<file path="src/rtl/scl_div_pkg.sv">
package scl_div_pkg;

   typedef enum logic [1:0] {
      SEL_PRESCALE = 2'd0,
      SEL_LOW      = 2'd1,
      SEL_HIGH     = 2'd2,
      SEL_NONE     = 2'd3
   } reg_sel_e;

   localparam int unsigned NUM_REGS = 3;
   localparam int unsigned OFFS_W   = 3;

   // extra module clocks added to each phase, picked by the prescale value
   function automatic logic [OFFS_W-1:0] phase_offset(input logic psc_is_zero,
                                                      input logic psc_is_one);
      if (psc_is_zero)     return OFFS_W'(7);
      else if (psc_is_one) return OFFS_W'(6);
      else                 return OFFS_W'(5);
   endfunction

endpackage

</file>
<file path="src/rtl/scl_div_regs.sv">
module scl_div_regs
   import scl_div_pkg::*;
#(
   parameter int unsigned REG_W = 16
) (
   input  logic                             clk,
   input  logic                             rst_n,
   input  logic                             wr_en,
   input  logic [1:0]                       wr_sel,
   input  logic [REG_W-1:0]                 wr_data,
   input  logic                             load_act,
   output logic [NUM_REGS-1:0][REG_W-1:0]   act_q
);

   logic [NUM_REGS-1:0][REG_W-1:0] shadow_q;
   logic [NUM_REGS-1:0][REG_W-1:0] shadow_d;

   for (genvar gi = 0; gi < NUM_REGS; gi++) begin : g_slot
      assign shadow_d[gi] = (wr_en && wr_sel == 2'(gi)) ? wr_data : shadow_q[gi];

      always_ff @(posedge clk or negedge rst_n) begin
         if (!rst_n) begin
            shadow_q[gi] <= '0;
            act_q[gi]    <= '0;
         end else begin
            shadow_q[gi] <= shadow_d[gi];
            if (load_act) act_q[gi] <= shadow_d[gi];
         end
      end
   end


   act_hold_chk: assert property (@(posedge clk) disable iff (!rst_n)
      !load_act |=> $stable(act_q));

endmodule

</file>
<file path="src/rtl/scl_div_prescale.sv">
module scl_div_prescale #(
   parameter int unsigned REG_W = 16
) (
   input  logic             clk,
   input  logic             rst_n,
   input  logic             clr,
   input  logic             run,
   input  logic [REG_W-1:0] psc,
   output logic             tick
);

   logic [REG_W-1:0] cnt_q;

   assign tick = run && !clr && (cnt_q == psc);

   always_ff @(posedge clk or negedge rst_n) begin
      if (!rst_n)       cnt_q <= '0;
      else if (clr)     cnt_q <= '0;
      else if (run)     cnt_q <= (cnt_q == psc) ? '0 : cnt_q + REG_W'(1);
   end


   pre_wrap_chk: assert property (@(posedge clk) disable iff (!rst_n)
      tick |=> cnt_q == '0);


   pre_bound_chk: assert property (@(posedge clk) disable iff (!rst_n)
      cnt_q <= psc);

endmodule

</file>
<file path="src/rtl/scl_div_phase.sv">
module scl_div_phase
   import scl_div_pkg::*;
#(
   parameter int unsigned REG_W = 16,
   localparam int unsigned CNT_W = REG_W + 1
) (
   input  logic              clk,
   input  logic              rst_n,
   input  logic              hold,
   input  logic              en,
   input  logic              tick,
   input  logic [REG_W-1:0]  low_cnt,
   input  logic [REG_W-1:0]  high_cnt,
   input  logic [OFFS_W-1:0] offs,
   output logic              scl_q,
   output logic              fall_q,
   output logic              rise_q,
   output logic              started_q,
   output logic              reload
);

   logic [CNT_W-1:0] ph_cnt_q;
   logic [CNT_W-1:0] limit;
   logic             ph_end;

   assign limit  = {1'b0, (scl_q ? high_cnt : low_cnt)} + CNT_W'(offs);
   assign ph_end = started_q && tick && (ph_cnt_q == limit - CNT_W'(1));
   assign reload = hold || !started_q || (ph_end && scl_q);

   always_ff @(posedge clk or negedge rst_n) begin
      if (!rst_n) begin
         started_q <= 1'b0;
         scl_q     <= 1'b1;
         fall_q    <= 1'b0;
         rise_q    <= 1'b0;
         ph_cnt_q  <= '0;
      end else if (hold) begin
         started_q <= 1'b0;
         scl_q     <= 1'b1;
         fall_q    <= 1'b0;
         rise_q    <= 1'b0;
         ph_cnt_q  <= '0;
      end else begin
         fall_q <= 1'b0;
         rise_q <= 1'b0;
         if (en && !started_q) begin
            started_q <= 1'b1;
            scl_q     <= 1'b0;
            fall_q    <= 1'b1;
            ph_cnt_q  <= '0;
         end else if (tick) begin
            if (ph_end) begin
               ph_cnt_q <= '0;
               scl_q    <= ~scl_q;
               rise_q   <= ~scl_q;
               fall_q   <= scl_q;
            end else begin
               ph_cnt_q <= ph_cnt_q + CNT_W'(1);
            end
         end
      end
   end


   strobe_excl_chk: assert property (@(posedge clk) disable iff (!rst_n)
      $onehot0({fall_q, rise_q}));


   fall_edge_chk: assert property (@(posedge clk) disable iff (!rst_n)
      fall_q |-> (!scl_q && $past(scl_q)));


   rise_edge_chk: assert property (@(posedge clk) disable iff (!rst_n)
      rise_q |-> (scl_q && !$past(scl_q)));


   hold_idle_chk: assert property (@(posedge clk) disable iff (!rst_n)
      hold |=> (scl_q && !fall_q && !rise_q));


   first_low_chk: assert property (@(posedge clk) disable iff (!rst_n)
      (!hold && en && !started_q) |=> fall_q);


   freeze_chk: assert property (@(posedge clk) disable iff (!rst_n)
      (started_q && !en && !hold) |=> ($stable(scl_q) && $stable(ph_cnt_q)));


   phase_bound_chk: assert property (@(posedge clk) disable iff (!rst_n)
      started_q |-> (ph_cnt_q < limit));

endmodule

</file>
<file path="src/rtl/scl_rate_gen.sv">
module scl_rate_gen
   import scl_div_pkg::*;
#(
   parameter int unsigned REG_W = 16
) (
   input  logic             clk,
   input  logic             rst_n,
   input  logic             wr_en,
   input  logic [1:0]       wr_sel,
   input  logic [REG_W-1:0] wr_data,
   input  logic             core_run,
   input  logic             tick_en,
   output logic             scl_out,
   output logic             scl_fall_stb,
   output logic             scl_rise_stb
);

   localparam int unsigned IDX_P = int'(SEL_PRESCALE);
   localparam int unsigned IDX_L = int'(SEL_LOW);
   localparam int unsigned IDX_H = int'(SEL_HIGH);

   if (REG_W < 4 || REG_W > 32) begin : g_width_bad
      $error("scl_rate_gen: REG_W must lie in 4..32");
   end

   logic [NUM_REGS-1:0][REG_W-1:0] act;
   logic                           load_act;
   logic                           started;
   logic                           tick;
   logic [OFFS_W-1:0]              offs;

   assign offs = phase_offset(act[IDX_P] == '0, act[IDX_P] == REG_W'(1));

   scl_div_regs #(.REG_W(REG_W)) u_regs (
      .clk      (clk),
      .rst_n    (rst_n),
      .wr_en    (wr_en),
      .wr_sel   (wr_sel),
      .wr_data  (wr_data),
      .load_act (load_act),
      .act_q    (act)
   );

   scl_div_prescale #(.REG_W(REG_W)) u_pre (
      .clk   (clk),
      .rst_n (rst_n),
      .clr   (!core_run || !started),
      .run   (tick_en),
      .psc   (act[IDX_P]),
      .tick  (tick)
   );

   scl_div_phase #(.REG_W(REG_W)) u_phase (
      .clk       (clk),
      .rst_n     (rst_n),
      .hold      (!core_run),
      .en        (tick_en),
      .tick      (tick),
      .low_cnt   (act[IDX_L]),
      .high_cnt  (act[IDX_H]),
      .offs      (offs),
      .scl_q     (scl_out),
      .fall_q    (scl_fall_stb),
      .rise_q    (scl_rise_stb),
      .started_q (started),
      .reload    (load_act)
   );


   offset_range_chk: assert property (@(posedge clk) disable iff (!rst_n)
      (offs >= OFFS_W'(5)) && (offs <= OFFS_W'(7)));

endmodule

</file>
<file path="config.mk">
export PLATFORM = sky130hd
export DESIGN_NAME = scl_rate_gen
export DESIGN_NICKNAME = d
export VERILOG_FILES = /design/src/rtl/scl_div_pkg.sv /design/src/rtl/scl_div_regs.sv /design/src/rtl/scl_div_prescale.sv /design/src/rtl/scl_div_phase.sv /design/src/rtl/scl_rate_gen.sv
export SDC_FILE = /design/constraint.sdc
export NUM_CORES = 1
export LEC_CHECK = 0
export BUFFER_PORTS_ARGS = -buffer_cell sky130_fd_sc_hd__buf_4
export CAP_MARGIN = 40
export CORE_MARGIN = 10
export CORE_UTILIZATION = 55
export CTS_CLUSTER_DIAMETER = 100
export DETAILED_ROUTE_END_ITERATION = 8
export PLACE_DENSITY = 0.72
export SKIP_CTS_REPAIR_TIMING = 1
export SLEW_MARGIN = 5
export SYNTH_ARGS = -nofsm -noshare
export SYNTH_HDL_FRONTEND = slang
export SYNTH_SLANG_ARGS = --single-unit
</file>
<file path="constraint.sdc">
create_clock -name clk -period 6.5 [get_ports clk]
set_input_delay 0.325 -clock clk [delete_from_list [all_inputs] [get_ports clk]]
set_output_delay 0.325 -clock clk [all_outputs]
set_load 0.02 [all_outputs]
</file>
==> results.yml <==
floorplan:
  die_w_um: 130
  rows: 40
  dieArea_um2: 17000
  die_y_um: 130
  core_area_um2: 12000
  start_util_pct: 56.0
  io_pins: 26
global_routing:
  grt_overflow: 0
  use_met3_pct: 4.58
  gr-usage-met1_pct: 22.4
  globalRouteMet2Util_pct: 28.2
  grt_pass1_vias: 4602
  grt_util_all_layers_pct: 17.5
  grt_pass1_wl_um: 23200
  antenna_found_initial: 0
  busiest_layer: "met2"
  grt_max_degree: 69
drt:
  drtIter0Drc: 256
  routed-via-count: 4350
  antenna_left: 0
  wire_per_inst_um: 18.4
  first_pass_iters: 4
  vias_per_cell: 5.78
  routed_wl_um: 13800
  drc: 0
timing:
  tightest_slew_ns: 0.943
  tns_ns: 0
  finClkSkew_ns: 0.00781
  period_share_pct: 76.2
  setup_viol: 0
  finalMaxSlewViolations: 0
  grt_setup_unrepaired: "false"
  max-slew-margin-rel_pct: 36.9
  max_freq_mhz: 202
  hold_viol_final: 30
  fin_crit_ns: 4.96
  hold_ws_ns: -0.0211
setup_path:
  cp-end-kind: "flop"
  critPathRequiredTime_ns: 6.80
  r2r_slack_ns: 1.54
  slowest_delay_ns: 0.58
  path_cells: "buf_4 > mux2i_1 > ha_1 > inv_1 > ha_1 > fa_1 > and2_1 > and3_1 > a31oi_1 > o221ai_1 > and3_1 > a41oi_4 > buf_4 > mux2_2"
  crit_type: "reg -> reg"
  worstPathArrival_ns: 5.26
  reg2reg_depth: 14
  cp_max_fo: 43
  cpMaxStageDelayCell: "buf_4"
  cp-start-kind: "flop"
final_layout:
  final_nets: 622
  area_growth_pct: 14.0
  final_cell_mix: "dfrtp_1 (132), mux2_2 (80), nor2_1 (35), xor2_1 (35)"
  diodes: 0
  mostFrequentLayoutCell: "dfrtp_1"
  fin_cells: 752
  layout-drive-gt1-share_pct: 28.9
clocking:
  cts_tree: "built"
  cts_buffers: 17
  clock_latency_ns: 0.42
  clock_sinks: 133
  htree_num_levels: 4
  path_clk_slew_ns: 0.06
  cts_root_buffer: "clkbuf_16"
  clockBufferDepth: 2
placed_design:
  gp_congestion: 0.850
  dpl.hpwl_um: 9770
  dp_cells: 720
  port_buffers: 25
pwr:
  vdd_drop_max_v: 0.000239
  leakage_nw: 3.41
  p_per_area_nw_per_um2: 315
outcome:
  violations: "negative hold slack"
  status: "complete, but fails checks"
yosys:
  synthesis.yosys.warnings: 0
  postSynthCellCount: 561
  synth_edf_count: 0
  yosys.cell_types.count: 56
  synthArstFlopShare_pct: 100
  synth_flop_cell: "dfrtp_1"
  yosysSeqAreaShare_pct: 49.7
  ys_ff_latch: 133
  avgSynthCellArea_um2: 11.9
  syn-cell-area_um2: 6690
  syn-num-nets: 591
min_path:
  worstHoldPathType: "in -> async"
job:
  max-cap-violations: 0
power by group:
| part | switching, mW | internal, mW | leakage (nW) | total (mW) |
|---|---|---|---|---|
| logic | 0.199 | 0.219 | 1.48 | 0.418 |
| registers | 0.0856 | 0.952 | 1.65 | 1.04 |
| clock network | 0.371 | 0.577 | 0.283 | 0.948 |
| total | 0.655 | 1.75 | 3.41 | 2.40 |
synth_stat cells, types with 2 or more instances:
master | n | area share [%]
a2111oi_0 | 2 | 0.26
a211oi_1 | 2 | 0.22
a21oi_1 | 2 | 0.15
a31o_2 | 3 | 0.39
a31oi_1 | 3 | 0.28
and2_1 | 3 | 0.28
and3_1 | 17 | 1.6
and4b_1 | 2 | 0.30
buf_2 | 6 | 0.45
buf_4 | 2 | 0.22
buf_6 | 4 | 0.67
clkbuf_1 | 8 | 0.45
dfrtp_1 | 132 | 49
ha_1 | 6 | 1.1
inv_1 | 10 | 0.56
mux2_2 | 80 | 13
mux2_4 | 20 | 4.5
mux2i_1 | 10 | 1.5
nand2_1 | 31 | 1.7
nand2b_1 | 12 | 1.1
nand3_1 | 26 | 1.9
nand3b_1 | 4 | 0.45
nand4_1 | 9 | 0.84
nand4b_1 | 2 | 0.26
nor2_1 | 35 | 2.0
nor2b_1 | 2 | 0.19
nor3_1 | 3 | 0.22
nor3b_1 | 2 | 0.22
nor4_1 | 8 | 0.75
o21a_1 | 3 | 0.34
o21ai_0 | 31 | 2.3
o221ai_1 | 2 | 0.26
o22ai_1 | 2 | 0.19
o31ai_1 | 4 | 0.45
xnor2_1 | 17 | 2.2
xnor3_1 | 2 | 0.67
xor2_1 | 35 | 4.6
worst paths after layout:
check                                             startpoint                       endpoint
worst max-delay path               u_phase.scl_q$_DFFE_PN1P_   u_regs.act_q[12]$_DFFE_PN0P_
worst min-delay path                                   rst_n  u_regs.shadow_q[29]$_DFF_PN0_
worst max register to register     u_phase.scl_q$_DFFE_PN1P_   u_regs.act_q[12]$_DFFE_PN0P_
worst min register to register  u_regs.shadow_q[8]$_DFF_PN0_   u_regs.shadow_q[8]$_DFF_PN0_
max in group asynchronous                              rst_n   u_regs.shadow_q[2]$_DFF_PN0_
min in group clk                                     tick_en  u_phase.started_q$_DFFE_PN0P_
worst max-delay path, delay by kind of cell (launching register included):
family,cells,cell delay (ns)
and+or+nand+nor,3,0.70
adders and majority gates,3,1.05
AOI/OAI and AO/OA,3,0.94
buffers and inverters,3,1.03
DFF,1,0.51
muxes,2,0.57
routing by layer:
| layer | vias to the layer above | routed length, µm |
|---|---|---|
| met2 | 80 | 6900 |
| li1 | 2076 | - |
| met1 | 2169 | 6120 |
| met5 | - | 0 |
| met4 | 0 | 242 |
| met3 | 25 | 533 |
final cells by class:
class | count | area, µm²
clock buffers | 18 | 439
clock inverters | 14 | 150
fillers | 921 | 4330
inverters | 10 | 37.5
multi-input cells | 398 | 3220
flip-flops and latches | 133 | 3330
well taps | 147 | 184
repair buffers | 32 | 268
metrics by stage:
stage / setup slack, ns / power (mW) / utilization, % / instance area [µm²]
floorplan: 2.15 / 1.34 / - / 6690
global placement: 1.78 / 1.44 / 58.5 / 6990
finish: 1.54 / 2.40 / 63.8 / 7630
detailed placement: 1.58 / 1.47 / 58.9 / 7040
CTS: 1.56 / 2.42 / 63.8 / 7630
global route: 1.29 / 2.51 / 63.8 / 7630
state kept, by name (all words and copies together) (netlist names):
signal / flops
u_regs.act_q: 48
u_regs.shadow_q: 48
u_phase.ph_cnt_q: 17
u_pre.cnt_q: 16
u_phase.fall_q: 1
u_phase.rise_q: 1
u_phase.scl_q: 1
u_phase.started_q: 1
logic make-up (layout without fill, tap and decap cells):
kind of cell | count (synthesis) | count (layout) | share of synthesized area (%)
DFF | 133 | 133 | 49.7
xor gates and xnor gates | 54 | 54 | 7.48
muxes | 110 | 110 | 19.4
and+or+nand+nor | 160 | 160 | 12.7
buffers and inverters | 30 | 74 | 2.36
AOI/OAI and AO/OA | 67 | 67 | 6.90
adders and majority gates | 7 | 7 | 1.42
Note: power is estimated with default switching activity, not from simulation.
